$ cat src/rtl/irq_route_pkg.sv
package irq_route_pkg;
  localparam logic [1:0] SZ_DWORD = 2'd3;

  typedef enum logic [1:0] {
    KIND_RAW  = 2'd0,
    KIND_MASK = 2'd1,
    KIND_RES  = 2'd2,
    KIND_NONE = 2'd3
  } reg_kind_e;
endpackage

$ cat src/rtl/irq_pend_reg.sv
module irq_pend_reg #(
  parameter int NUM_SRC = 64,
  localparam int ID_W = $clog2(NUM_SRC)
) (
  input  logic               clk_i,
  input  logic               rst_ni,
  input  logic               set_vld_i,
  input  logic [ID_W-1:0]    set_id_i,
  input  logic               clr_vld_i,
  input  logic [ID_W-1:0]    clr_id_i,
  output logic [NUM_SRC-1:0] pend_d_o,
  output logic [NUM_SRC-1:0] pend_q_o
);
  logic [NUM_SRC-1:0] pend_q, pend_d;

  // clear first, set last: set wins on a collision
  always_comb begin
    pend_d = pend_q;
    if (clr_vld_i) pend_d[clr_id_i] = 1'b0;
    if (set_vld_i) pend_d[set_id_i] = 1'b1;
  end

  always_ff @(posedge clk_i or negedge rst_ni) begin
    if (!rst_ni) pend_q <= '0;
    else         pend_q <= pend_d;
  end

  assign pend_d_o = pend_d;
  assign pend_q_o = pend_q;

  AST_SET_TAKES: assert property (@(posedge clk_i) disable iff (!rst_ni)
    set_vld_i |=> pend_q[$past(set_id_i)]);
  AST_CLR_TAKES: assert property (@(posedge clk_i) disable iff (!rst_ni)
    (clr_vld_i && !(set_vld_i && set_id_i == clr_id_i)) |=> !pend_q[$past(clr_id_i)]);
  AST_SET_WINS: assert property (@(posedge clk_i) disable iff (!rst_ni)
    (set_vld_i && clr_vld_i && set_id_i == clr_id_i) |=> pend_q[$past(set_id_i)]);
  AST_PEND_HOLD: assert property (@(posedge clk_i) disable iff (!rst_ni)
    (!set_vld_i && !clr_vld_i) |=> $stable(pend_q));
endmodule

$ cat src/rtl/irq_cpu_slice.sv
module irq_cpu_slice #(
  parameter int NUM_SRC = 64
) (
  input  logic               clk_i,
  input  logic               rst_ni,
  input  logic               mask_we_i,
  input  logic [NUM_SRC-1:0] wdata_i,
  input  logic [NUM_SRC-1:0] pend_d_i,
  output logic [NUM_SRC-1:0] mask_o,
  output logic [NUM_SRC-1:0] res_o,
  output logic               irq_o
);
  logic [NUM_SRC-1:0] mask_q, mask_d, res_q, res_d;
  logic               irq_q;

  assign mask_d = mask_we_i ? wdata_i : mask_q;
  assign res_d  = mask_d & pend_d_i;

  always_ff @(posedge clk_i or negedge rst_ni) begin
    if (!rst_ni) begin
      mask_q <= '0;
      res_q  <= '0;
      irq_q  <= 1'b0;
    end else begin
      mask_q <= mask_d;
      res_q  <= res_d;
      irq_q  <= |res_d;
    end
  end

  assign mask_o = mask_q;
  assign res_o  = res_q;
  assign irq_o  = irq_q;

  AST_MASK_LOAD: assert property (@(posedge clk_i) disable iff (!rst_ni)
    mask_we_i |=> mask_q == $past(wdata_i));
  AST_MASK_HOLD: assert property (@(posedge clk_i) disable iff (!rst_ni)
    !mask_we_i |=> $stable(mask_q));
  AST_IRQ_LEVEL: assert property (@(posedge clk_i) disable iff (!rst_ni)
    irq_q == (res_q != '0));
endmodule

$ cat src/rtl/irq_reg_port.sv
module irq_reg_port
  import irq_route_pkg::*;
#(
  parameter int NUM_CPU   = 4,
  parameter int DATA_W    = 64,
  parameter int ADDR_W    = 12,
  parameter int REG_SHIFT = 6,
  localparam int IDX_W = ADDR_W - REG_SHIFT
) (
  input  logic                           clk_i,
  input  logic                           rst_ni,
  input  logic                           req_i,
  input  logic                           we_i,
  input  logic [ADDR_W-1:0]              addr_i,
  input  logic [1:0]                     size_i,
  input  logic [DATA_W-1:0]              pend_i,
  input  logic [NUM_CPU-1:0][DATA_W-1:0] mask_i,
  input  logic [NUM_CPU-1:0][DATA_W-1:0] res_i,
  output logic [NUM_CPU-1:0]             mask_we_o,
  output logic [DATA_W-1:0]              rdata_o,
  output logic                           err_o
);
  logic [IDX_W-1:0] idx;
  reg_kind_e        kind;
  logic             size_ok, bad;
  logic [DATA_W-1:0] rd_d, rdata_q;
  logic             err_q;

  assign idx     = addr_i[ADDR_W-1:REG_SHIFT];
  assign size_ok = (size_i == SZ_DWORD);

  always_comb begin
    if (int'(idx) == 0)                 kind = KIND_RAW;
    else if (int'(idx) <= NUM_CPU)      kind = KIND_MASK;
    else if (int'(idx) <= 2 * NUM_CPU)  kind = KIND_RES;
    else                                kind = KIND_NONE;
  end

  assign bad = req_i && (!size_ok || kind == KIND_NONE ||
                         (we_i && kind != KIND_MASK));

  for (genvar c = 0; c < NUM_CPU; c++) begin : g_we
    assign mask_we_o[c] = req_i && we_i && !bad && (int'(idx) == c + 1);
  end

  always_comb begin
    rd_d = '0;
    if (req_i && !we_i && !bad) begin
      if (kind == KIND_RAW) rd_d = pend_i;
      for (int c = 0; c < NUM_CPU; c++) begin
        if (int'(idx) == c + 1)           rd_d = mask_i[c];
        if (int'(idx) == c + 1 + NUM_CPU) rd_d = res_i[c];
      end
    end
  end

  always_ff @(posedge clk_i or negedge rst_ni) begin
    if (!rst_ni) begin
      rdata_q <= '0;
      err_q   <= 1'b0;
    end else begin
      rdata_q <= rd_d;
      err_q   <= bad;
    end
  end

  assign rdata_o = rdata_q;
  assign err_o   = err_q;

  AST_SIZE_ERR: assert property (@(posedge clk_i) disable iff (!rst_ni)
    (req_i && !size_ok) |=> (err_o && rdata_o == '0));
  AST_RO_WRITE_ERR: assert property (@(posedge clk_i) disable iff (!rst_ni)
    (req_i && we_i && kind != KIND_MASK) |=> err_o);
  AST_ERR_NO_WE: assert property (@(posedge clk_i) disable iff (!rst_ni)
    bad |-> mask_we_o == '0);
  AST_WE_ONEHOT: assert property (@(posedge clk_i) disable iff (!rst_ni)
    $onehot0(mask_we_o));
endmodule

$ cat src/rtl/irq_route_top.sv
module irq_route_top #(
  parameter int NUM_CPU   = 4,
  parameter int NUM_SRC   = 64,
  parameter int ADDR_W    = 12,
  parameter int REG_SHIFT = 6,
  localparam int ID_W = $clog2(NUM_SRC)
) (
  input  logic               clk_i,
  input  logic               rst_ni,
  input  logic               req_i,
  input  logic               we_i,
  input  logic [ADDR_W-1:0]  addr_i,
  input  logic [1:0]         size_i,
  input  logic [NUM_SRC-1:0] wdata_i,
  output logic [NUM_SRC-1:0] rdata_o,
  output logic               err_o,
  input  logic               set_vld_i,
  input  logic [ID_W-1:0]    set_id_i,
  input  logic               clr_vld_i,
  input  logic [ID_W-1:0]    clr_id_i,
  output logic [NUM_CPU-1:0] irq_o
);
  logic [NUM_SRC-1:0]              pend_d, pend_q;
  logic [NUM_CPU-1:0][NUM_SRC-1:0] mask, res;
  logic [NUM_CPU-1:0]              mask_we;

  irq_pend_reg #(.NUM_SRC(NUM_SRC)) u_pend (
    .clk_i, .rst_ni,
    .set_vld_i, .set_id_i, .clr_vld_i, .clr_id_i,
    .pend_d_o (pend_d),
    .pend_q_o (pend_q)
  );

  for (genvar c = 0; c < NUM_CPU; c++) begin : g_cpu
    irq_cpu_slice #(.NUM_SRC(NUM_SRC)) u_slice (
      .clk_i, .rst_ni,
      .mask_we_i (mask_we[c]),
      .wdata_i   (wdata_i),
      .pend_d_i  (pend_d),
      .mask_o    (mask[c]),
      .res_o     (res[c]),
      .irq_o     (irq_o[c])
    );

    AST_ROUTE_MATCH: assert property (@(posedge clk_i) disable iff (!rst_ni)
      res[c] == (mask[c] & pend_q));
  end

  irq_reg_port #(
    .NUM_CPU(NUM_CPU), .DATA_W(NUM_SRC), .ADDR_W(ADDR_W), .REG_SHIFT(REG_SHIFT)
  ) u_port (
    .clk_i, .rst_ni, .req_i, .we_i, .addr_i, .size_i,
    .pend_i    (pend_q),
    .mask_i    (mask),
    .res_i     (res),
    .mask_we_o (mask_we),
    .rdata_o, .err_o
  );
endmodule

$ cat config.mk
export PLATFORM = sky130hd
export DESIGN_NAME = irq_route_top
export DESIGN_NICKNAME = d
export VERILOG_FILES = /design/src/rtl/irq_route_pkg.sv /design/src/rtl/irq_pend_reg.sv /design/src/rtl/irq_cpu_slice.sv /design/src/rtl/irq_reg_port.sv /design/src/rtl/irq_route_top.sv
export SDC_FILE = /design/constraint.sdc
export NUM_CORES = 1
export LEC_CHECK = 0
export BUFFER_PORTS_ARGS = -buffer_cell sky130_fd_sc_hd__buf_2
export CORE_ASPECT_RATIO = 0.8
export CORE_MARGIN = 2
export CORE_UTILIZATION = 55
export CTS_CLUSTER_SIZE = 10
export DETAILED_ROUTE_END_ITERATION = 8
export PLACE_DENSITY_LB_ADDON = 0.25
export RECOVER_POWER = 50
export SYNTH_ARGS = -nofsm -noshare
export SYNTH_HDL_FRONTEND = slang
export SYNTH_SLANG_ARGS = --single-unit
$ cat constraint.sdc
create_clock -name clk_i -period 2 [get_ports clk_i]
set_input_delay 0.6 -clock clk_i [delete_from_list [all_inputs] [get_ports clk_i]]
set_output_delay 0.6 -clock clk_i [all_outputs]
set_load 0.05 [all_outputs]
==> out/qor.txt, run 1 <==
R2r setup slk - -0.64 ns
Critical-path top delay cell - or4_1
Net Count, Synth - 2,326
Number of fill cells - 2,887
Maximum VDD drop - 552 µV
Share of async-settable or async-resettable flops after synthesis - 100%
Initial DRC count - 3,111
Setup Crit Path Kind - in2reg
Final WL - 98.4 mm
Post-synth EDFFs - 0
WP buf/inv - 6
Share of layout cells above drive strength 1 - 39.7%
Core ar. - 48,200 µm²
CTS tree - done
Final worst path period share - 153%
Clock Pin Slew Worst Setup and Hold Paths - 0.05 ns
Cell Area, Placed - 32,600 µm²
Largest delay share family, worst path - simple AND/OR/NAND/NOR gates
Initial Utilization - 55.5%
Final hold viol count - 0
Hpwl dp - 66.2 mm
H-tree levels - 3
Root Buffer - clkbuf_16
Worst Hold Depth - 2
Gpl congestion - 0.955
Maximum clock frequency - 0.328 GHz
Synth warnings - 0
DR vias - 22,534
Ys flop type - dfrtp_1
Die footprint - 50,500 µm²
Final Max Slew Viols - 0
Register area - 16,100 µm²
Worst Reg-to-Reg Cells - 7
Fin util - 76.3%
Maxcap violations - 0
Post-synthesis cell area - 26,800 µm²
Post-Synthesis Cells - 2,230
Setup WS post-layout - -1.05 ns
Synth unique cells - 52
Most frequent cells in the layout - dfrtp_1, buf_4, a22oi_1, nor2_1, buf_2
Sink Count - 645
Worst Path Arrival - 3.53 ns
Worst-margin pin slew - 1.10 ns
Multi-input gate area - 10,800 µm²
Die Height - 201 µm
CP Cell Sequence - buf_12 > nand4bb_4 > and4b_4 > buf_6 > buf_12 > buf_12 > buf_6 > mux2_4 > nor2b_4 > nor4_2 > buf_4 > nand4_1 > or4_1
Min-delay src - wdata_i[8]
PD cells - 771 nW/µm²
Vias in the first global route - 22,820
Num ports - 165
Skew-Pair Late Insertion Delay - 0.62 ns
DR DRC count - 6
Placement Rows - 72
Total chip power - 28.3 mW
Vias per inst - 6.26
DR pass1 iterations - 9
Setup Skew - 0.0243 ns
Port bufs - 158
WL/cell - 27.3 µm
Fin cells - 3,597
Sum Neg Setup Slack - -14.04 ns
Final setup viols - 135
WHS Endpoint - g_cpu[1].u_slice.mask_o[8]
Most used cell, CP - buf_12
Largest net degree at the start of global routing - 69
Hold Path Class - in2reg
Design area - 36,800 µm²
Maximum clock path buffer count - 3
CP Capture Type - flip-flop
Crit path max fanout - 5
First-pass GRT wire length - 143 mm
Die X - 251 µm
# nets final - 3,053
Initial antenna violation count - 7
Critical R2R Capture - g_cpu[0].u_slice.irq_o
Avg Synthesized Cell Area - 12.0 µm²
Rel. slew slack - 26.7%
Area growth, synth to finish - 37.3%
Part of the Yosys area used for sequential elements - 60.3%
Clock buffer count from CTS - 74
Placed insts - 3,425
DRT antenna net count - 0
Worst slack, placed - -1.86 ns
Failing checks - design-rule violations, negative setup slack
Status - complete, but fails checks
Lkg Pwr - 18.4 nW
Critical Path Start Type - primary input
Critical Path Max Stage Delay - 0.55 ns
Gr usage total - 38.1%
Critical R2R Launch - u_pend.pend_q_o[49]
RSZ-0062 raised after global routing - yes
Commonest non-fill, non-tap cell in the layout - dfrtp_1
Hold Slack - 0.277 ns
Total gr overflow - 0
Number of synthesized register bits - 645
Post-layout min period - 3.05 ns
CP required - 2.48 ns
## report_power, final
group | switching, mW | internal [mW] | total, mW
clock network | 5.02 | 6.68 | 11.7
logic | 1.75 | 1.22 | 2.97
registers | 0.269 | 13.4 | 13.7
total | 7.03 | 21.3 | 28.3
## flip-flops by register name, indices dropped and copies added (netlist names)
signal	cells
u_port.err_o	1
u_port.rdata_o	64
g_cpu.u_slice.res_o	256
u_pend.pend_q_o	64
g_cpu.u_slice.irq_o	4
g_cpu.u_slice.mask_o	256
## worst register-to-register path: stages, from the launching register on
cell,delay [ns]
dfrtp_1,0.39
a22oi_1,0.16
clkbuf_1,0.40
and2b_4,0.27
nor4_4,0.27
buf_4,0.18
nand4_1,0.24
or4_1,0.60
## cell type report
| type | instances | share of cell area (%) |
|---|---|---|
| Timing Repair Buffer | 781 | 17.9 |
| Sequential cell | 645 | 43.9 |
| Antenna cell | 6 | 0.0409 |
| Clock buffer | 78 | 5.20 |
| Tap cell | 629 | 2.14 |
| Clock inverter | 3 | 0.0817 |
| Multi-Input combinational cell | 1314 | 29.3 |
| Inverter | 141 | 1.44 |
## per-layer routing
metal / global-route usage, % / wire [µm]
met5: 0 / 0
met4: 18.0 / 5560
met3: 11.1 / 11500
met2: 56.1 / 42700
met1: 52.4 / 38600
## Yosys cell counts, types with 4 or more instances
| library cell | n | area share (%) |
|---|---|---|
| and2_1 | 9 | 0.21 |
| nand4_1 | 19 | 0.44 |
| nor3_1 | 15 | 0.28 |
| buf_4 | 6 | 0.17 |
| or4_1 | 4 | 0.11 |
| nor3b_1 | 4 | 0.11 |
| a21boi_0 | 12 | 0.34 |
| nor2_1 | 163 | 2.3 |
| a222oi_1 | 64 | 2.4 |
| and3b_1 | 7 | 0.23 |
| mux2i_1 | 76 | 2.8 |
| mux2_4 | 51 | 2.9 |
| clkbuf_1 | 78 | 1.1 |
| inv_1 | 141 | 2.0 |
| a31oi_1 | 11 | 0.26 |
| nand3_1 | 54 | 1.0 |
| buf_2 | 23 | 0.43 |
| buf_1 | 9 | 0.13 |
| mux2_1 | 72 | 3.0 |
| o21ai_1 | 49 | 0.92 |
| dfrtp_1 | 645 | 60 |
| mux2_2 | 57 | 2.4 |
| buf_6 | 14 | 0.59 |
| nor4_1 | 64 | 1.5 |
| nor2b_4 | 11 | 0.57 |
| o21ai_0 | 58 | 1.1 |
| and4b_1 | 7 | 0.26 |
| a22oi_1 | 178 | 5.0 |
| nand2_1 | 113 | 1.6 |
| a211oi_1 | 11 | 0.31 |
| nor2b_1 | 168 | 3.9 |
## logic make-up (layout without fill, tap and decap cells)
group	count (synthesis)	count (layout)	synth area share, %
simple gates	670	671	13.7
flops	645	645	60.3
compound gates	387	387	10.4
buf+inv	272	1003	4.40
mux	256	256	11.1
other cells	0	6	0
## worst max-delay path by stage
stage / from / endpoint / cells after the start
final: addr_i[10] / g_cpu[2].u_slice.irq_o / 13
after global routing: addr_i[10] / g_cpu[2].u_slice.irq_o / 13
after CTS: addr_i[11] / g_cpu[1].u_slice.irq_o / 11
after detailed placement: addr_i[10] / g_cpu[0].u_slice.irq_o / 10
after global placement: addr_i[10] / g_cpu[0].u_slice.irq_o / 10
after floorplan: addr_i[7] / g_cpu[0].u_slice.irq_o / 9
## what timing repair did
action,CTS,global route
resized for setup,146,154
hold buffers,1,0
buffers inserted,43,33
pin swaps,48,76
cloned,9,4
setup endpoints to repair,84,84
endpoints found under the hold margin,8,0
Note: power is estimated with default switching activity, not from simulation.
==> run 2, diff against run 1 <==
==> constraint.sdc (replaced) <==
create_clock -name clk_i -period 3.31 [get_ports clk_i]
set_input_delay 0.993 -clock clk_i [delete_from_list [all_inputs] [get_ports clk_i]]
set_output_delay 0.993 -clock clk_i [all_outputs]
set_load 0.05 [all_outputs]
==> out/qor.txt, run 2 (synthesis gave the netlist of run 1 again) <==
Final worst path period share - 104%
Metal3 WL - 10.3 mm
Maxcap violations - 1
CTS tree - done
Maximum clock path buffer count - 3
Setup WS post-layout - -0.143 ns
Critical Path Start Type - primary input
Worst Hold Depth - 2
Worst slack, placed - -0.912 ns
H-tree levels - 3
Setup Skew - 0.0252 ns
Worst Path Arrival - 3.93 ns
Placed insts - 3,270
P_sw - 4.16 mW
Most frequent cells in the layout - dfrtp_1, buf_4, a22oi_1, nor2_1, buf_2
DR pass1 iterations - 8
Hpwl dp - 62.1 mm
Hold Slack - 0.481 ns
Initial antenna violation count - 7
Placement Rows - 72
Setup Crit Path Kind - in2reg
WL/cell - 27.0 µm
Area growth, synth to finish - 29.7%
Largest delay share family, worst path - simple AND/OR/NAND/NOR gates
Post-layout min period - 3.45 ns
Sw Ratio - 24.7%
Sum Neg Setup Slack - -0.316 ns
Final Max Slew Viols - 70
Vias per inst - 6.31
DR vias - 21,689
# nets final - 2,886
Rel. slew slack - -35.1%
Final WL - 92.8 mm
CP required - 3.79 ns
Hold Path Class - reg2reg
Maximum clock frequency - 0.290 GHz
DRT antenna net count - 0
Final setup viols - 4
Clock buffer count from CTS - 75
CP Cell Sequence - buf_6 > buf_8 > nor4b_4 > and4b_4 > buf_12 > buf_12 > buf_12 > mux2_4 > nor2b_4 > nor4_2 > buf_4 > nand4_1 > or4_1
Min-delay src - g_cpu[3].u_slice.res_o[53]
Lkg Pwr - 17.3 nW
R2r setup slk - 0.68 ns
Root Buffer - clkbuf_16
Total gr overflow - 0
Most used cell, CP - buf_12
Crit path max fanout - 7
M1 WL - 36.5 mm
Critical Path Max Stage Delay - 0.55 ns
Clock Pin Slew Worst Setup and Hold Paths - 0.05 ns
DR DRC count - 0
Vias in the first global route - 22,027
Die Height - 201 µm
CP Capture Type - flip-flop
Final hold viol count - 0
Comb power frac - 8.4%
Fin util - 72.0%
First-pass GRT wire length - 137 mm
Worst Reg-to-Reg Cells - 8
Gpl congestion - 0.962
Initial DRC count - 2,869
Initial Utilization - 55.5%
Failing checks - max-capacitance violations, max-slew violations, negative setup slack
Commonest non-fill, non-tap cell in the layout - dfrtp_1
Gr usage total - 36.3%
Status - complete, but fails checks
Clock share of power - 42.6%
Critical-path top delay cell - or4_1
Fin cells - 3,435
Cell Int Power - 12.7 mW
Core ar. - 48,200 µm²
WP buf/inv - 6
Critical R2R Capture - g_cpu[3].u_slice.irq_o
Largest net degree at the start of global routing - 81
Share of layout cells above drive strength 1 - 33.1%
Sequential share of power - 49.0%
Critical R2R Launch - u_pend.pend_q_o[48]
PD cells - 484 nW/µm²
Port bufs - 158
Maximum VDD drop - 458 µV
Top layer in use - met4
WHS Endpoint - u_port.rdata_o[53]
Worst-margin pin slew - 2.03 ns
DR WL met2 - 41.8 mm
Die X - 251 µm
Skew-Pair Late Insertion Delay - 0.62 ns
Num ports - 165
Die footprint - 50,500 µm²
Sink Count - 645
RSZ-0062 raised after global routing - yes
==> run 2: changes by cell type in the layout (fill, tap and decap cells not counted), moves of 11 or more <==
cell / change
a21boi_0: +11
clkbuf_1: +20
mux2i_4: -17
mux2i_1: +16
buf_4: -149
buf_6: -21
==> run 2: timing repair <==
| item | in CTS | in global routing |
|---|---|---|
| resized for setup | 87 | 119 |
| endpoints found under the setup margin | 4 | 4 |
| pin swaps | 38 | 49 |
| cloned | 3 | 3 |
| buffers inserted | 33 | 36 |
| hold buffers | 0 | 0 |
==> run 2: final cells by class <==
type / instances / area [µm²]
clock buffer: 79 / 1900
inverter: 141 / 529
tap: 629 / 787
fill: 3185 / 13500
sequential: 645 / 16100
multi-input combinational: 1313 / 10300
timing repair buffer: 614 / 4970
clock inverter: 8 / 81.3
antenna: 6 / 15.0
==> run 2: per-layer routing <==
metal / up-vias / global-route usage [%]
li1: 9020 / -
met1: 11048 / 50.1
met2: 1350 / 54.8
met3: 271 / 10.1
met4: 0 / 15.1
met5: - / 0
==> run 2: power groups by stage <==
stage	registers [mW]	clock network (mW)	logic (mW)
6_report	8.24	7.16	1.42
5_1_grt	8.25	7.56	1.52
4_1_cts	8.23	7.21	1.40
3_5_place_dp	8.36	0	1.37
3_3_place_gp	8.36	0	1.34
2_1_floorplan	8.30	0	0.492
==> run 2: worst max-delay path by stage <==
stage | from | end | slack, ns | cells past startpoint
3_5_place_dp | addr_i[11] | g_cpu[0].u_slice.irq_o | -0.91 | 10
2_1_floorplan | addr_i[6] | g_cpu[3].u_slice.irq_o | -0.002 | 9
4_1_cts | addr_i[10] | g_cpu[0].u_slice.irq_o | -0.04 | 11
6_report | addr_i[10] | g_cpu[0].u_slice.irq_o | -0.14 | 13
5_1_grt | addr_i[10] | g_cpu[0].u_slice.irq_o | -0.13 | 13
3_3_place_gp | addr_i[10] | g_cpu[0].u_slice.irq_o | -0.85 | 11
==> run 2: worst reg2reg max path: stages, from the launching register on <==
cell      delay [ns]
dfrtp_1         0.42
a22oi_1         0.30
clkbuf_1        0.36
nor2_1          0.15
nor4_1          0.32
buf_4           0.18
nand4_1         0.11
buf_4           0.18
or4_1           0.50
==> run 2: stage by stage <==
| stage | power (mW) | cell area, µm² |
|---|---|---|
| 2_1_floorplan | 8.80 | 26800 |
| 3_3_place_gp | 9.70 | 31300 |
| 3_5_place_dp | 9.73 | 31300 |
| 4_1_cts | 16.8 | 34100 |
| 5_1_grt | 17.3 | 34700 |
| 6_report | 16.8 | 34700 |
